[src/rtl/t1ev_pkg.sv]
package t1ev_pkg;
  localparam int NUM_CNT  = 5;
  localparam int NUM_SRC  = 11;
  // status bit positions
  localparam int BIT_LTFS = 5;
  localparam int BIT_LMFS = 6;
  localparam int BIT_FBE  = 7;
  localparam int BIT_SIG  = 8;
  localparam int BIT_S1   = 9;
  localparam int BIT_S2   = 10;
  // register addresses
  localparam int ADR_STAT = 0;
  localparam int ADR_MASK = 1;
  localparam int ADR_CNT0 = 2;
endpackage

[src/rtl/t1ev_wrap_counter.sv]
module t1ev_wrap_counter #(
  parameter int CW = 8
) (
  input  logic          clk,
  input  logic          rst,
  input  logic          inc,
  output logic [CW-1:0] count,
  output logic          wrap
);
  always_ff @(posedge clk) begin
    if (rst)      count <= '0;
    else if (inc) count <= count + 1'b1;
  end

  assign wrap = inc && (&count);

  // free wrap back to zero
  a_r2_wrap_to_zero: assert property (@(posedge clk) disable iff (rst)
    (inc && (&count)) |=> (count == '0));
  // single step otherwise
  a_r2_step: assert property (@(posedge clk) disable iff (rst)
    (inc && !(&count)) |=> (count == $past(count) + 1'b1));
  a_r2_hold: assert property (@(posedge clk) disable iff (rst)
    !inc |=> $stable(count));
endmodule

[src/rtl/t1ev_src_qualify.sv]
module t1ev_src_qualify (
  input  logic       clk,
  input  logic       loss_tfs,
  input  logic       loss_mfs,
  input  logic       fbit_err,
  input  logic       in_term_sync,
  input  logic       sig_change,
  input  logic       sec1_lvl,
  input  logic       sec2_lvl,
  output logic [5:0] ev
);
  logic s1_prev, s2_prev;

  // previous levels track the inputs even in reset, so a level held
  // high across reset release is not seen as a fresh edge
  always_ff @(posedge clk) begin
    s1_prev <= sec1_lvl;
    s2_prev <= sec2_lvl;
  end

  always_comb begin
    ev[0] = loss_tfs;
    ev[1] = loss_mfs;
    ev[2] = fbit_err && in_term_sync;
    ev[3] = sig_change;
    ev[4] = sec1_lvl && !s1_prev;
    ev[5] = sec2_lvl && !s2_prev;
  end
endmodule

[src/rtl/t1ev_status_bank.sv]
module t1ev_status_bank #(
  parameter int N = 11
) (
  input  logic         clk,
  input  logic         rst,
  input  logic [N-1:0] set,
  input  logic         clr,
  input  logic         mask_wr,
  input  logic [N-1:0] mask_wdata,
  output logic [N-1:0] status,
  output logic [N-1:0] mask,
  output logic         irq
);
  always_ff @(posedge clk) begin
    if (rst) begin
      status <= '0;
      mask   <= '1;
      irq    <= 1'b0;
    end else begin
      status <= (status & ~{N{clr}}) | set;
      if (mask_wr) mask <= mask_wdata;
      irq    <= |(status & ~mask);
    end
  end

  // registered interrupt follows the masked status
  a_r11_irq_high: assert property (@(posedge clk) disable iff (rst)
    (|(status & ~mask)) |=> irq);
  a_r11_irq_low: assert property (@(posedge clk) disable iff (rst)
    !(|(status & ~mask)) |=> !irq);

  for (genvar i = 0; i < N; i++) begin : g_bit
    // a new event beats a clearing read
    a_r9_set_wins: assert property (@(posedge clk) disable iff (rst)
      set[i] |=> status[i]);
    // a read clears bits with no new event
    a_r8_clear: assert property (@(posedge clk) disable iff (rst)
      (clr && !set[i]) |=> !status[i]);
    a_r8_sticky: assert property (@(posedge clk) disable iff (rst)
      (status[i] && !clr) |=> status[i]);
  end
endmodule

[src/rtl/t1_rx_event_irq.sv]
module t1_rx_event_irq
  import t1ev_pkg::*;
#(
  parameter int CNT_W  = 8,
  parameter int DATA_W = 16,
  parameter int ADDR_W = 3
) (
  input  logic               clk,
  input  logic               rst,
  input  logic [NUM_CNT-1:0] cnt_inc,
  input  logic               loss_tfs,
  input  logic               loss_mfs,
  input  logic               fbit_err,
  input  logic               in_term_sync,
  input  logic               sig_change,
  input  logic               sec1_lvl,
  input  logic               sec2_lvl,
  input  logic [ADDR_W-1:0]  bus_addr,
  input  logic               bus_rd,
  input  logic               bus_wr,
  input  logic [DATA_W-1:0]  bus_wdata,
  output logic [DATA_W-1:0]  bus_rdata,
  output logic               irq
);
  localparam int NCOND = NUM_SRC - NUM_CNT;

  logic [NUM_CNT-1:0][CNT_W-1:0] cnt;
  logic [NUM_CNT-1:0]            wrap;
  logic [NCOND-1:0]              cond_ev;
  logic [NUM_SRC-1:0]            set_vec;
  logic [NUM_SRC-1:0]            status;
  logic [NUM_SRC-1:0]            mask;
  logic                          stat_rd;
  logic                          mask_wr;
  logic [DATA_W-1:0]             rd_mux;
  logic                          unused_wdata;

  for (genvar i = 0; i < NUM_CNT; i++) begin : g_cnt
    t1ev_wrap_counter #(.CW(CNT_W)) u_cnt (
      .clk   (clk),
      .rst   (rst),
      .inc   (cnt_inc[i]),
      .count (cnt[i]),
      .wrap  (wrap[i])
    );
  end

  t1ev_src_qualify u_qual (
    .clk          (clk),
    .loss_tfs     (loss_tfs),
    .loss_mfs     (loss_mfs),
    .fbit_err     (fbit_err),
    .in_term_sync (in_term_sync),
    .sig_change   (sig_change),
    .sec1_lvl     (sec1_lvl),
    .sec2_lvl     (sec2_lvl),
    .ev           (cond_ev)
  );

  assign set_vec = {cond_ev, wrap};
  assign stat_rd = bus_rd && (bus_addr == ADDR_W'(ADR_STAT));
  assign mask_wr = bus_wr && (bus_addr == ADDR_W'(ADR_MASK));
  assign unused_wdata = ^bus_wdata[DATA_W-1:NUM_SRC];

  t1ev_status_bank #(.N(NUM_SRC)) u_bank (
    .clk        (clk),
    .rst        (rst),
    .set        (set_vec),
    .clr        (stat_rd),
    .mask_wr    (mask_wr),
    .mask_wdata (bus_wdata[NUM_SRC-1:0]),
    .status     (status),
    .mask       (mask),
    .irq        (irq)
  );

  always_comb begin
    rd_mux = '0;
    if (bus_addr == ADDR_W'(ADR_STAT)) rd_mux[NUM_SRC-1:0] = status;
    if (bus_addr == ADDR_W'(ADR_MASK)) rd_mux[NUM_SRC-1:0] = mask;
    for (int i = 0; i < NUM_CNT; i++) begin
      if (bus_addr == ADDR_W'(ADR_CNT0 + i)) rd_mux[CNT_W-1:0] = cnt[i];
    end
  end

  always_ff @(posedge clk) begin
    if (rst)         bus_rdata <= '0;
    else if (bus_rd) bus_rdata <= rd_mux;
    else             bus_rdata <= '0;
  end

  // a wrap bit follows only a 0xFF -> 0x00 step
  for (genvar i = 0; i < NUM_CNT; i++) begin : g_chk
    a_r3_wrap_sets: assert property (@(posedge clk) disable iff (rst)
      (cnt_inc[i] && (&cnt[i])) |=> status[i]);
    a_r3_no_false_wrap: assert property (@(posedge clk) disable iff (rst)
      (!status[i] && !(cnt_inc[i] && (&cnt[i]))) |=> !status[i]);
  end

  // loss conditions keep their bits set
  a_r4_loss_tfs: assert property (@(posedge clk) disable iff (rst)
    loss_tfs |=> status[BIT_LTFS]);
  a_r4_loss_mfs: assert property (@(posedge clk) disable iff (rst)
    loss_mfs |=> status[BIT_LMFS]);
  // framing bit error outside sync is ignored
  a_r5_fbit_gated: assert property (@(posedge clk) disable iff (rst)
    (!status[BIT_FBE] && !(fbit_err && in_term_sync)) |=> !status[BIT_FBE]);
  // a steady timer level raises nothing
  a_r7_sec1_steady: assert property (@(posedge clk) disable iff (rst)
    (sec1_lvl && $past(sec1_lvl) && stat_rd) |=> !status[BIT_S1]);
  a_r7_sec2_steady: assert property (@(posedge clk) disable iff (rst)
    (sec2_lvl && $past(sec2_lvl) && stat_rd) |=> !status[BIT_S2]);
  // no read, no data
  a_r8_idle_zero: assert property (@(posedge clk) disable iff (rst)
    !bus_rd |=> (bus_rdata == '0));
endmodule

[config.mk]
export PLATFORM = sky130hd
export DESIGN_NAME = t1_rx_event_irq
export DESIGN_NICKNAME = d
export VERILOG_FILES = /design/src/rtl/t1ev_pkg.sv /design/src/rtl/t1ev_wrap_counter.sv /design/src/rtl/t1ev_src_qualify.sv /design/src/rtl/t1ev_status_bank.sv /design/src/rtl/t1_rx_event_irq.sv
export SDC_FILE = /design/constraint.sdc
export NUM_CORES = 1
export LEC_CHECK = 0
export BUFFER_PORTS_ARGS = -buffer_cell sky130_fd_sc_hd__buf_4
export CORE_MARGIN = 2
export CORE_UTILIZATION = 45
export DETAILED_ROUTE_END_ITERATION = 6
export GPL_ROUTABILITY_DRIVEN = 1
export PLACE_DENSITY = 0.71
export SLEW_MARGIN = 10
export SYNTH_ARGS = -nofsm -noshare
export SYNTH_HDL_FRONTEND = slang
export SYNTH_SLANG_ARGS = --single-unit
[constraint.sdc]
create_clock -name clk -period 2.4 [get_ports clk]
set_clock_uncertainty 0.05 [all_clocks]
set_input_delay 0.24 -clock clk [delete_from_list [all_inputs] [get_ports clk]]
set_output_delay 0.24 -clock clk [all_outputs]
set_load 0.01 [all_outputs]
# [Word-level counts from Yosys, hierarchy flattened]
# Cells that the tools add are included.
[classes] addsub=5 n_mul=0 div_mod_pow=0 magnitude_cmp=0 eq_ne=6 n_shift=0 muxes=7 bitwise=6 reduce_logical=20
[ops] cell="8-bit by 1-bit adder with 8-bit output (second input constant)" count=5
[ops] cell="8-bit two-way mux" count=5
[ops] cell="8-bit AND reduction" count=5
[ops] cell="11-bit AND" count=2
[ops] cell="11-bit two-way mux" count=2
[ops] cell="11-bit inverter" count=2
[ops] cell="11-bit bitwise OR" count=1
[ops] cell="11-bit OR reduction" count=1
[ops] cell="1-bit logical AND" count=10
[ops] cell="3-bit equality test (second input constant)" count=3
[ops] cell="3-bit by 2-bit equality test with 1-bit output (second input constant)" count=2
[ops] cell="3-bit by 1-bit equality test with 1-bit output (second input constant)" count=1
[ops] cell="3-bit zero test" count=1
[ops] cell="1-bit zero test" count=2
[ops] cell="2-bit OR reduction" count=1
[ops] cell="1-bit inverter" count=1
[word_totals] ff_bits=81 latch_bits=0 mem_bits_rw=0 rom_bits=0 in_bits=35 output_inout_bits=17 word_cells=56 memories=0

# [Depth between registers and ports, before layout]
# Gate-level depths: netlist (run 1).
[logic_depth] word_depth=8 depth_mapped=6 depth_no_buf=5

# [Modules after synthesis]
# A second synthesis (run 1) with hierarchy kept.
[unflattened] hier_cells=402 hier_area_um2=3646.0
[modules_own_cells] module="t1ev_wrap_counter" n_inst=5 cells_each=39 area_per_inst_um2=354.1 seq_area_each_um2=160.2
[modules_own_cells] module="t1_rx_event_irq" n_inst=1 cells_each=110 area_per_inst_um2=949.7 seq_area_each_um2=220.2
[modules_own_cells] module="t1ev_status_bank" n_inst=1 cells_each=89 area_per_inst_um2=829.5 seq_area_each_um2=460.4
[modules_own_cells] module="t1ev_src_qualify" n_inst=1 cells_each=8 area_per_inst_um2=96.3 seq_area_each_um2=40.0

# [Worst setup path before layout (run 1)]
# No wires, ideal clock.
[synth_path] path_kind="register to register" start="reg g_cnt[2].u_cnt.count[0]" end="reg g_cnt[2].u_cnt.count[6]" setup_ns=0.128 arrival_ns=1.027 required_ns=2.222 setup_slack_ns=1.195 path_stages_with_launch=6 path_buffers=0 period_less_slack_ns=1.205 path_cell_list="dfxtp_1 -> ha_1 -> and3_2 -> nand4_1 -> xor2_1 -> nor2_1"
[synth_between] elab_chain_len=1
[synth_rtl] item="start, declared" line="t1ev_wrap_counter.sv:7" text="output logic [CW-1:0] count,"
[synth_rtl] item="start signal, assigned" line="t1ev_wrap_counter.sv:12" text="else if (inc) count <= count + 1'b1;"
[synth_rtl] item="8-bit by 1-bit adder with 8-bit output" line="t1ev_wrap_counter.sv:12"
# No other way between the ends.
# A chain may end at the register's enable or synchronous reset.

# [Worst setup path after layout (run 1)]
[layout_path] start="reg g_cnt[4].u_cnt.count[1]" end="reg g_cnt[4].u_cnt.count[6]"
[layout_between] elab_chain_len=1
[layout_rtl] item="start, declared" line="t1ev_wrap_counter.sv:7"
[layout_rtl] item="start signal, assigned" line="t1ev_wrap_counter.sv:12"
[layout_rtl] item="8-bit by 1-bit adder with 8-bit output" line="t1ev_wrap_counter.sv:12"
# No other way between the ends.

==> impl_results.md, run 1 <==
* Status: finished, final reports clean
* CP Class: reg2reg
* CP Launch Type: register
* First-pass GRT wire length at 12,600 um
* Drt total wl at 7350 um
* Syn_area_per_cell at 8.34 um2
* Htree depth at 3
* Tot Pwr at 2.64 mW
* Slew Limit Fails at 0
* Syn. warnings at 0
* Final hold violation count at 0
* Post-DP HPWL at 5190 um
* Starting density of the core at 0.459
* Yosys top cell area share at 0.433
* ANT nets after route at 0
* Worst EP required at 2.57 ns
* Synth Instances at 421
* Highest Clock Rate at 0.745 GHz
* # IOs at 52
* Diode count at 0
* Sequential area share after synthesis at 0.433
* Final Cell Area at 0.00404 mm2
* Worst r2r path cells at 5
* Fin crit period at 1.34 ns
* Arrival time worst endpoint at 1.52 ns
* Num CTS Buffers at 9
* DR vias at 2,885
* Final setup vio count at 0
* First DRT Iteration DRCs at 167
* Vias in the first global route at 2,678
* Post-synthesis register bit count at 76
* # clock sinks at 76
* P_int at 2.02 mW
* Die W at 92.3 um
* Max Root-Sink Buffers at 2
* Worst min path class: in2reg
* Final setup TNS at 0 ns
* Flop pwr share at 0.507
* IO buf count at 41
* Power per cell area at 654 mW/mm2
* Placer Congestion at 0.839
* Worst Setup End Kind: register
* DIE AREA at 0.00853 mm2
* Placed Cells at 541
* CTS tree: yes
* Largest cells by area after synthesis: dfxtp_1, nor2_1, a21oi_1
* Reg clk slew, reported paths at 0.08 ns
* Global route overflow at 0
* Maxcap violations at 0
* GRT Total Usage at 0.185
* Row Count at 32
* Mapped Area at 0.00351 mm2
* Clock Latency Late Sink at 0.35 ns
* Initial antenna violation count at 0
* Lkg Pwr at 1.72 nW
* Hold path depth at 3
* Post-DP Area at 0.00380 mm2
* Core area at 0.00765 mm2
* Fin Hold WS at 0.0428 ns
* # fillers at 735
* Layout Cells excl Fill at 559
* RSZ-0062 raised after global routing: false
* Fin nets at 492
* Drt drc at 0
* Switching share of power at 0.233
* Clock Power Share at 0.402
* Slew @ Worst Pin at 0.624 ns
* Largest net degree at the start of global routing at 65
* Area leader, netlist: dfxtp_1
* Routed len/inst at 13.1 um
* CP max FO at 5
* Area delta synth->final at 15.0%
* Max_slew headroom at 0.584
* Drt first pass iters at 4
* Max IR drop VDD at 403 uV
* Root buf cell: clkbuf_8
* Post-synthesis cell type count at 35
* Average vias per placed instance at 5.16
* Die height at 92.3 um
* Final worst path period share at 0.560
* Switching power at 0.616 mW
* Ratio of cells with drive above 1 in the final layout at 0.133
* Logic pwr share at 0.091
## final timing paths
path / start / endpoint / slack, ns
max: g_cnt[4].u_cnt.count[1] / g_cnt[4].u_cnt.count[6] / 1.06
min: loss_mfs / u_bank.status[6] / 0.04
max reg2reg: g_cnt[4].u_cnt.count[1] / g_cnt[4].u_cnt.count[6] / 1.06
min reg2reg: u_bank.mask[7] / u_bank.mask[7] / 0.43
## through the flow
step / setup WS [ns] / util
floorplan: 1.20 / -
CTS: 1.06 / 0.528
detailed placement: 0.717 / 0.497
global placement: 0.740 / 0.497
finish: 1.06 / 0.528
global route: 0.918 / 0.528
## final cells by class
cell class	count	area, um2	area share
Multi-Input combinational cell	309	1790	0.443
Sequential cell	76	1520	0.377
Timing Repair Buffer	45	343	0.0849
Clock buffer	11	141	0.0350
Tap cell	102	128	0.0316
Clock inverter	5	75.1	0.0186
Inverter	11	41.3	0.0102
## power groups by stage
stage | logic, mW | registers [mW] | clock network [mW]
after global placement | 0.232 | 1.37 | 0
after global routing | 0.271 | 1.35 | 1.14
after floorplan | 0.170 | 1.36 | 0
after detailed placement | 0.239 | 1.37 | 0
after CTS | 0.242 | 1.34 | 1.08
final | 0.239 | 1.34 | 1.06
## repair_timing
action | CTS | global route
endpoints found under the setup margin | 0 | 0
resized for setup | 0 | 0
setup buffers | 0 | 0
hold buffers | 2 | 0
hold endpoints to repair | 2 | 0
## per-layer routing
layer / share of wire / track usage
met2: 0.48 / 0.299
met4: 0.0098 / 0.0597
met5: 0 / 0
met1: 0.46 / 0.239
met3: 0.051 / 0.0553
## cells in the final DEF, fill, tap and decap left out
master,synthesis,final
a222oi_1,1,1
clkbuf_8,0,10
bufinv_16,0,2
and3b_1,1,1
nor4_1,2,2
and3_2,1,1
or3_1,7,7
clkbuf_1,9,1
o21ai_0,17,17
and3_1,2,2
buf_4,9,43
o22ai_1,8,8
a221oi_1,2,2
xnor2_1,10,10
a22oi_1,1,1
nor3_1,8,8
dlygate4sd3_1,0,2
conb_1,1,5
nand3_1,5,5
mux2i_1,16,16
nand4_2,2,2
clkinv_2,0,3
nor2b_1,6,6
a21o_1,8,8
nand3b_1,13,13
a21oi_1,38,38
a32oi_1,3,3
ha_1,5,5
inv_1,11,11
and4_1,1,1
nand2_1,46,46
a31oi_1,1,1
xor2_1,18,18
nand2b_1,8,8
nor2_1,62,62
nand4_1,12,12
dfxtp_1,76,76
## cells in the mapped netlist
| library cell | instances |
|---|---|
| a21o_1 | 8 |
| a21oi_1 | 38 |
| a221oi_1 | 2 |
| a222oi_1 | 1 |
| a22oi_1 | 1 |
| a31oi_1 | 1 |
| a32oi_1 | 3 |
| and3_1 | 2 |
| and3_2 | 1 |
| and3b_1 | 1 |
| and4_1 | 1 |
| buf_2 | 8 |
| buf_4 | 9 |
| buf_6 | 3 |
| clkbuf_1 | 9 |
| conb_1 | 1 |
| dfxtp_1 | 76 |
| ha_1 | 5 |
| inv_1 | 11 |
| mux2i_1 | 16 |
| nand2_1 | 46 |
| nand2b_1 | 8 |
| nand3_1 | 5 |
| nand3b_1 | 13 |
| nand4_1 | 12 |
| nand4_2 | 2 |
| nor2_1 | 62 |
| nor2b_1 | 6 |
| nor3_1 | 8 |
| nor4_1 | 2 |
| o21ai_0 | 17 |
| o22ai_1 | 8 |
| or3_1 | 7 |
| xnor2_1 | 10 |
| xor2_1 | 18 |
## sequential cells by signal (all words and copies together), names as in the netlist
register,count
bus_rdata,11
u_bank.irq,1
u_qual.s1_prev,1
g_cnt.u_cnt.count,40
u_bank.status,11
u_bank.mask,11
u_qual.s2_prev,1
## cells by family (layout without fill, tap and decap cells)
kind of cell | after synthesis | after routing | synth area share
and+or+nand+nor | 176 | 176 | 0.242
AOI/OAI and AO/OA | 79 | 79 | 0.129
DFF | 76 | 76 | 0.433
buffers and inverters | 40 | 72 | 0.0616
xor gates and xnor gates | 28 | 28 | 0.0698
muxes | 16 | 16 | 0.0456
adders and majority gates | 5 | 5 | 0.0178
other | 1 | 5 | 0.00107
## worst max-delay path, stage by stage, from the launching register on
cell and delay (ns):
dfxtp_1 0.42, ha_1 0.20, nand4_1 0.14, nor2_1 0.22
xnor2_1 0.14, nor2_1 0.05
(Power assumes the default switching activity.)
==> run 2, diff against run 1 <==
Clock period 2.4 ns to 1.3 ns, I/O delays scaled along.
==> impl_results.md, run 2 (synthesis results as in run 1) <==
* FF-to-FF End: g_cnt[0].u_cnt.count[6]
* Num CTS Buffers at 9
* Global route overflow at 0
* Hold path depth at 3
* Status: finished, final reports clean
* CP max FO at 4
* Worst hold path startpoint: cnt_inc[3]
* Fin crit period at 1.22 ns
* Final setup vio count at 0
* Root buf cell: clkbuf_8
* Fin nets at 526
* ANT nets after route at 0
* Diode count at 0
* Layout Cells excl Fill at 593
* Die height at 92.3 um
* Drt first pass iters at 4
* Power per cell area at 1060 mW/mm2
* Worst EP required at 1.48 ns
* Worst Setup End Kind: register
* Drt drc at 0
* Clock Latency Late Sink at 0.35 ns
* Post-DP HPWL at 5720 um
* GRT Total Usage at 0.193
* DP Worst Slack at -0.00955 ns
* Area delta synth->final at 24.4%
* Arrival time worst endpoint at 1.41 ns
* Starting density of the core at 0.459
* Average vias per placed instance at 5.12
* FF-to-FF setup slack at 0.08 ns
* First-pass GRT wire length at 13,100 um
* Drt total wl at 7890 um
* IO buf count at 41
* Number of flip-flops in the largest register at 40
* Maxcap violations at 0
* Worst r2r path cells at 5
* Ratio of cells with drive above 1 in the final layout at 0.191
* CP Launch Type: register
* First DRT Iteration DRCs at 154
* Max IR drop VDD at 559 uV
* Max Root-Sink Buffers at 2
* Core area at 0.00765 mm2
* Final hold violation count at 0
* Worst min path class: in2reg
* Final worst path period share at 0.942
* Slew Limit Fails at 0
* Initial antenna violation count at 0
* Largest net degree at the start of global routing at 32
* Highest Clock Rate at 0.817 GHz
* DR vias at 3,035
* PnR worst setup slack at 0.0754 ns
* # clock sinks at 76
* CP Class: reg2reg
* Row Count at 32
* Reg clk slew, reported paths at 0.08 ns
* Lkg Pwr at 1.86 nW
* # IOs at 52
* Htree depth at 3
* Placer Congestion at 0.836
* CTS tree: yes
* Largest Register: g_cnt.u_cnt.count
* DIE AREA at 0.00853 mm2
* Die W at 92.3 um
* Critical R2R Launch: g_cnt[0].u_cnt.count[1]
* Most frequent cells in the layout: dfxtp_1, nor2_1, buf_4
* Final Util at 0.571
* Routed len/inst at 13.3 um
* Vias in the first global route at 2,891
* Commonest non-fill, non-tap cell in the layout: dfxtp_1
* RSZ-0062 raised after global routing: false
* Hold Path End: g_cnt[3].u_cnt.count[0]
* Tot Pwr at 4.64 mW
* Placed Cells at 559
run 2: changes by cell type in the layout (fill, tap and decap cells not counted), sizes merged:
cell         previous run  this run
clkinvlp                0         2
bufinv                  2         0
dlygate4sd3             2        18
buf                    43        61
clkbuf                 11        10
inv                    11        12
run 2: timing repair:
action | CTS | global route
hold buffers | 18 | 0
endpoints found under the setup margin | 2 | 10
pin swaps | 0 | 2
endpoints found under the hold margin | 17 | 0
setup buffers | 0 | 0
gates resized for setup | 2 | 13
run 2: through the flow:
stage	hold WS [ns]	area, um2	setup TNS, ns
floorplan	0.108	3530	0
global placement	0.193	3980	0
detailed placement	0.195	3980	-0.00955
CTS	0.00898	4330	0
global route	0.00613	4370	0
finish	0.0182	4370	0
run 2: cell type report:
class,count,area [um2]
inverters,11,41.3
flip-flops and latches,76,1530
fillers,666,3280
well taps,102,128
repair buffers,79,676
clock inverters,6,38.8
multi-input cells,309,1820
clock buffers,10,138
run 2: report_power, final:
part	total (mW)	switching [mW]	internal, mW	leakage, nW
clock	1.61	0.874	0.741	0.0885
combinational	0.562	0.271	0.291	1.15
sequential	2.47	0.0609	2.40	0.622
run 2: routing by layer:
metal | track usage | share of wire
met5 | 0 | 0
met4 | 0.0709 | 0.011
met3 | 0.0472 | 0.045
met2 | 0.322 | 0.50
met1 | 0.242 | 0.44
run 2: worst max path at each step:
stage / endpoint / startpoint / slack, ns / depth (start not counted)
finish: g_cnt[0].u_cnt.count[6] / g_cnt[0].u_cnt.count[1] / 0.08 / 5
global route: g_cnt[4].u_cnt.count[6] / g_cnt[4].u_cnt.count[1] / 0.002 / 5
CTS: g_cnt[0].u_cnt.count[6] / g_cnt[0].u_cnt.count[1] / 0.005 / 5
detailed placement: u_bank.mask[3] / bus_addr[0] / -0.01 / 5
global placement: u_bank.mask[0] / bus_addr[0] / 0.04 / 5
floorplan: g_cnt[2].u_cnt.count[6] / g_cnt[2].u_cnt.count[0] / 0.1 / 5
run 2: worst max-delay path: stages (launching register included):
cell and delay (ns):
dfxtp_2 0.35, ha_1 0.16, and3_4 0.19, nand4_1 0.13, xor2_1 0.18, nor2_1 0.05
==> run 3, diff against run 2 <==
Settings changed: ABC_AREA set to 1.
==> impl_results.md, run 3 <==
* Post-synthesis register bit count at 76
* Final Util at 0.633
* DIE AREA at 0.00875 mm2
* Top-count cell post-synth: nand2_1
* CP max FO at 4
* Post-DP Area at 0.00413 mm2
* First-pass GRT wire length at 15,300 um
* Die W at 93.5 um
* Clock Latency Late Sink at 0.36 ns
* Root buf cell: clkbuf_8
* Syn_area_per_cell at 6.82 um2
* Worst EP required at 1.48 ns
* Num CTS Buffers at 9
* Synth Instances at 529
* Final Cell Area at 0.00489 mm2
* Row Count at 32
* Area leader, netlist: dfxtp_1
* CP bufs+invs at 0
* IO buf count at 41
* Number of flip-flops in the largest register at 40
* Commonest non-fill, non-tap cell in the layout: nand2_1
* Number of flops mapped to enable cells by yosys at 0
* Mapped Area at 0.00361 mm2
* Vias in the first global route at 3,415
* Reg clk slew, reported paths at 0.07 ns
* Status: finished, final reports clean
* RSZ-0062 raised after global routing: true
* DR vias at 3,664
* GRT Total Usage at 0.221
* Async SR Flop Fraction at 0
* Area delta synth->final at 35.7%
* Critical-path cell list: ha_4, nand3_2, nor2_2, nand2_1, nor3_1, nor3_2
* Drt total wl at 9460 um
* Fin nets at 658
* PnR worst setup slack at 0.0348 ns
* Slowest stage delay, CP at 0.38 ns
* Drt first pass iters at 5
* Global route overflow at 0
* CP Launch Type: register
* Worst Setup End Kind: register
* Register area at 0.00156 mm2
* Power per cell area at 1030 mW/mm2
* Average vias per placed instance at 5.06
* Max Root-Sink Buffers at 2
* Highest Clock Rate at 0.790 GHz
* # fillers at 631
* Die height at 93.5 um
* CP top delay family: simple AND/OR/NAND/NOR gates
* Top FF cell, synth: dfxtp_1
* Final setup vio count at 0
* Largest net degree at the start of global routing at 29
* Initial antenna violation count at 0
* Syn. warnings at 0
* Most frequent cells in the layout: nand2_1, nor2_1, buf_4
* Starting density of the core at 0.467
* Post-synthesis cell type count at 31
* ANT nets after route at 0
* Post-DP HPWL at 6370 um
* Drt drc at 0
* Max IR drop VDD at 657 uV
* Largest Register: g_cnt.u_cnt.count
* DP Worst Slack at -0.0379 ns
* Top cell types by occurrence after synthesis: nand2_1, nor2_1, dfxtp_1, inv_1, a21oi_1
* Slew Limit Fails at 0
* Arrival time worst endpoint at 1.44 ns
* First DRT Iteration DRCs at 169
* Final hold violation count at 0
* Tot Pwr at 5.03 mW
* Final worst path period share at 0.973
* Lkg Pwr at 2.17 nW
* Core area at 0.00773 mm2
* # IOs at 52
* Htree depth at 3
* Sequential area share after synthesis at 0.422
* Slowest cell on crit path: dfxtp_4
* Worst min path class: in2reg
* Largest cells by area after synthesis: dfxtp_1, nand2_1, nor2_1
* Placer Congestion at 0.924
* Diode count at 0
* CP Class: reg2reg
* Routed len/inst at 13.1 um
* FF-to-FF setup slack at 0.03 ns
* CTS tree: yes
* Fin crit period at 1.27 ns
* Area of the multi-input gates at 0.00190 mm2
* # clock sinks at 76
* Ratio of cells with drive above 1 in the final layout at 0.241
* Yosys top cell area share at 0.422
* Maxcap violations at 0
run 3: changes by cell type after synthesis, moves of 9 or more:
cell / change
inv_1: +60
mux2i_1: -16
nand2_1: +72
nand3_1: +27
nand3b_1: -13
nand4_1: +14
nor2_1: +19
nor3_1: +10
xnor2_1: -9
xor2_1: -18
run 3: repair_timing:
item                       CTS  global route
hold endpoints to repair    23             1
hold buffers                21             1
resized for setup           12            69
buffers inserted             2             6
pin swaps                    5            23
setup endpoints to repair    6            18
gates cloned                 0             0
run 3: metrics by stage:
| step | hold slack (ns) | cells | setup TNS [ns] |
|---|---|---|---|
| after floorplan | 0.108 | 533 | 0 |
| after global placement | 0.194 | 679 | 0 |
| after detailed placement | 0.195 | 679 | -0.0379 |
| after CTS | 0.000172 | 717 | 0 |
| after global routing | 0.0173 | 724 | -0.0957 |
| final | 0.00649 | 724 | 0 |
run 3: where the power goes:
part	internal [mW]	switching (mW)
Combinational	0.289	0.318
Sequential	2.40	0.0572
Clock	1.07	0.896
Total	3.76	1.27
run 3: final timing paths:
path                      startpoint                       to  depth (start not counted)
max reg2reg  g_cnt[2].u_cnt.count[1]  g_cnt[2].u_cnt.count[6]                          6
min                       cnt_inc[3]  g_cnt[3].u_cnt.count[0]                          3
min reg2reg         u_bank.status[9]         u_bank.status[9]                          2
max          g_cnt[2].u_cnt.count[1]  g_cnt[2].u_cnt.count[6]                          6
run 3: final cells by class:
cell class	count	share of cell area
Clock buffer	9	0.0253
Multi-Input combinational cell	359	0.388
Sequential cell	76	0.318
Inverter	75	0.0575
Timing Repair Buffer	97	0.167
Tap cell	102	0.0261
Clock inverter	6	0.0181
run 3: layer usage:
metal / GRT usage / up-vias / part of all wire
met5: 0 / - / 0
met4: 0.0978 / 0 / 0.029
met3: 0.0379 / 26 / 0.048
met2: 0.360 / 97 / 0.49
met1: 0.287 / 1664 / 0.44
li1: - / 1877 / -
run 3: cell families (layout without fill, tap and decap cells):
kind of cell | after synthesis | count (layout) | share of synthesized area
simple gates | 283 | 283 | 0.342
buf+inv | 98 | 187 | 0.115
flops | 76 | 76 | 0.422
compound gates | 65 | 65 | 0.101
fa+ha+maj | 5 | 5 | 0.0173
other cells | 1 | 5 | 0.00104
xor+xnor | 1 | 1 | 0.00243
run 3: tightest hold or removal path: cells and delay by family:
kind / cells / cell delay [ns]
XOR/XNOR: 1 / 0.06
buffers and inverters: 1 / 0.10
AND/OR/NAND/NOR: 1 / 0.08
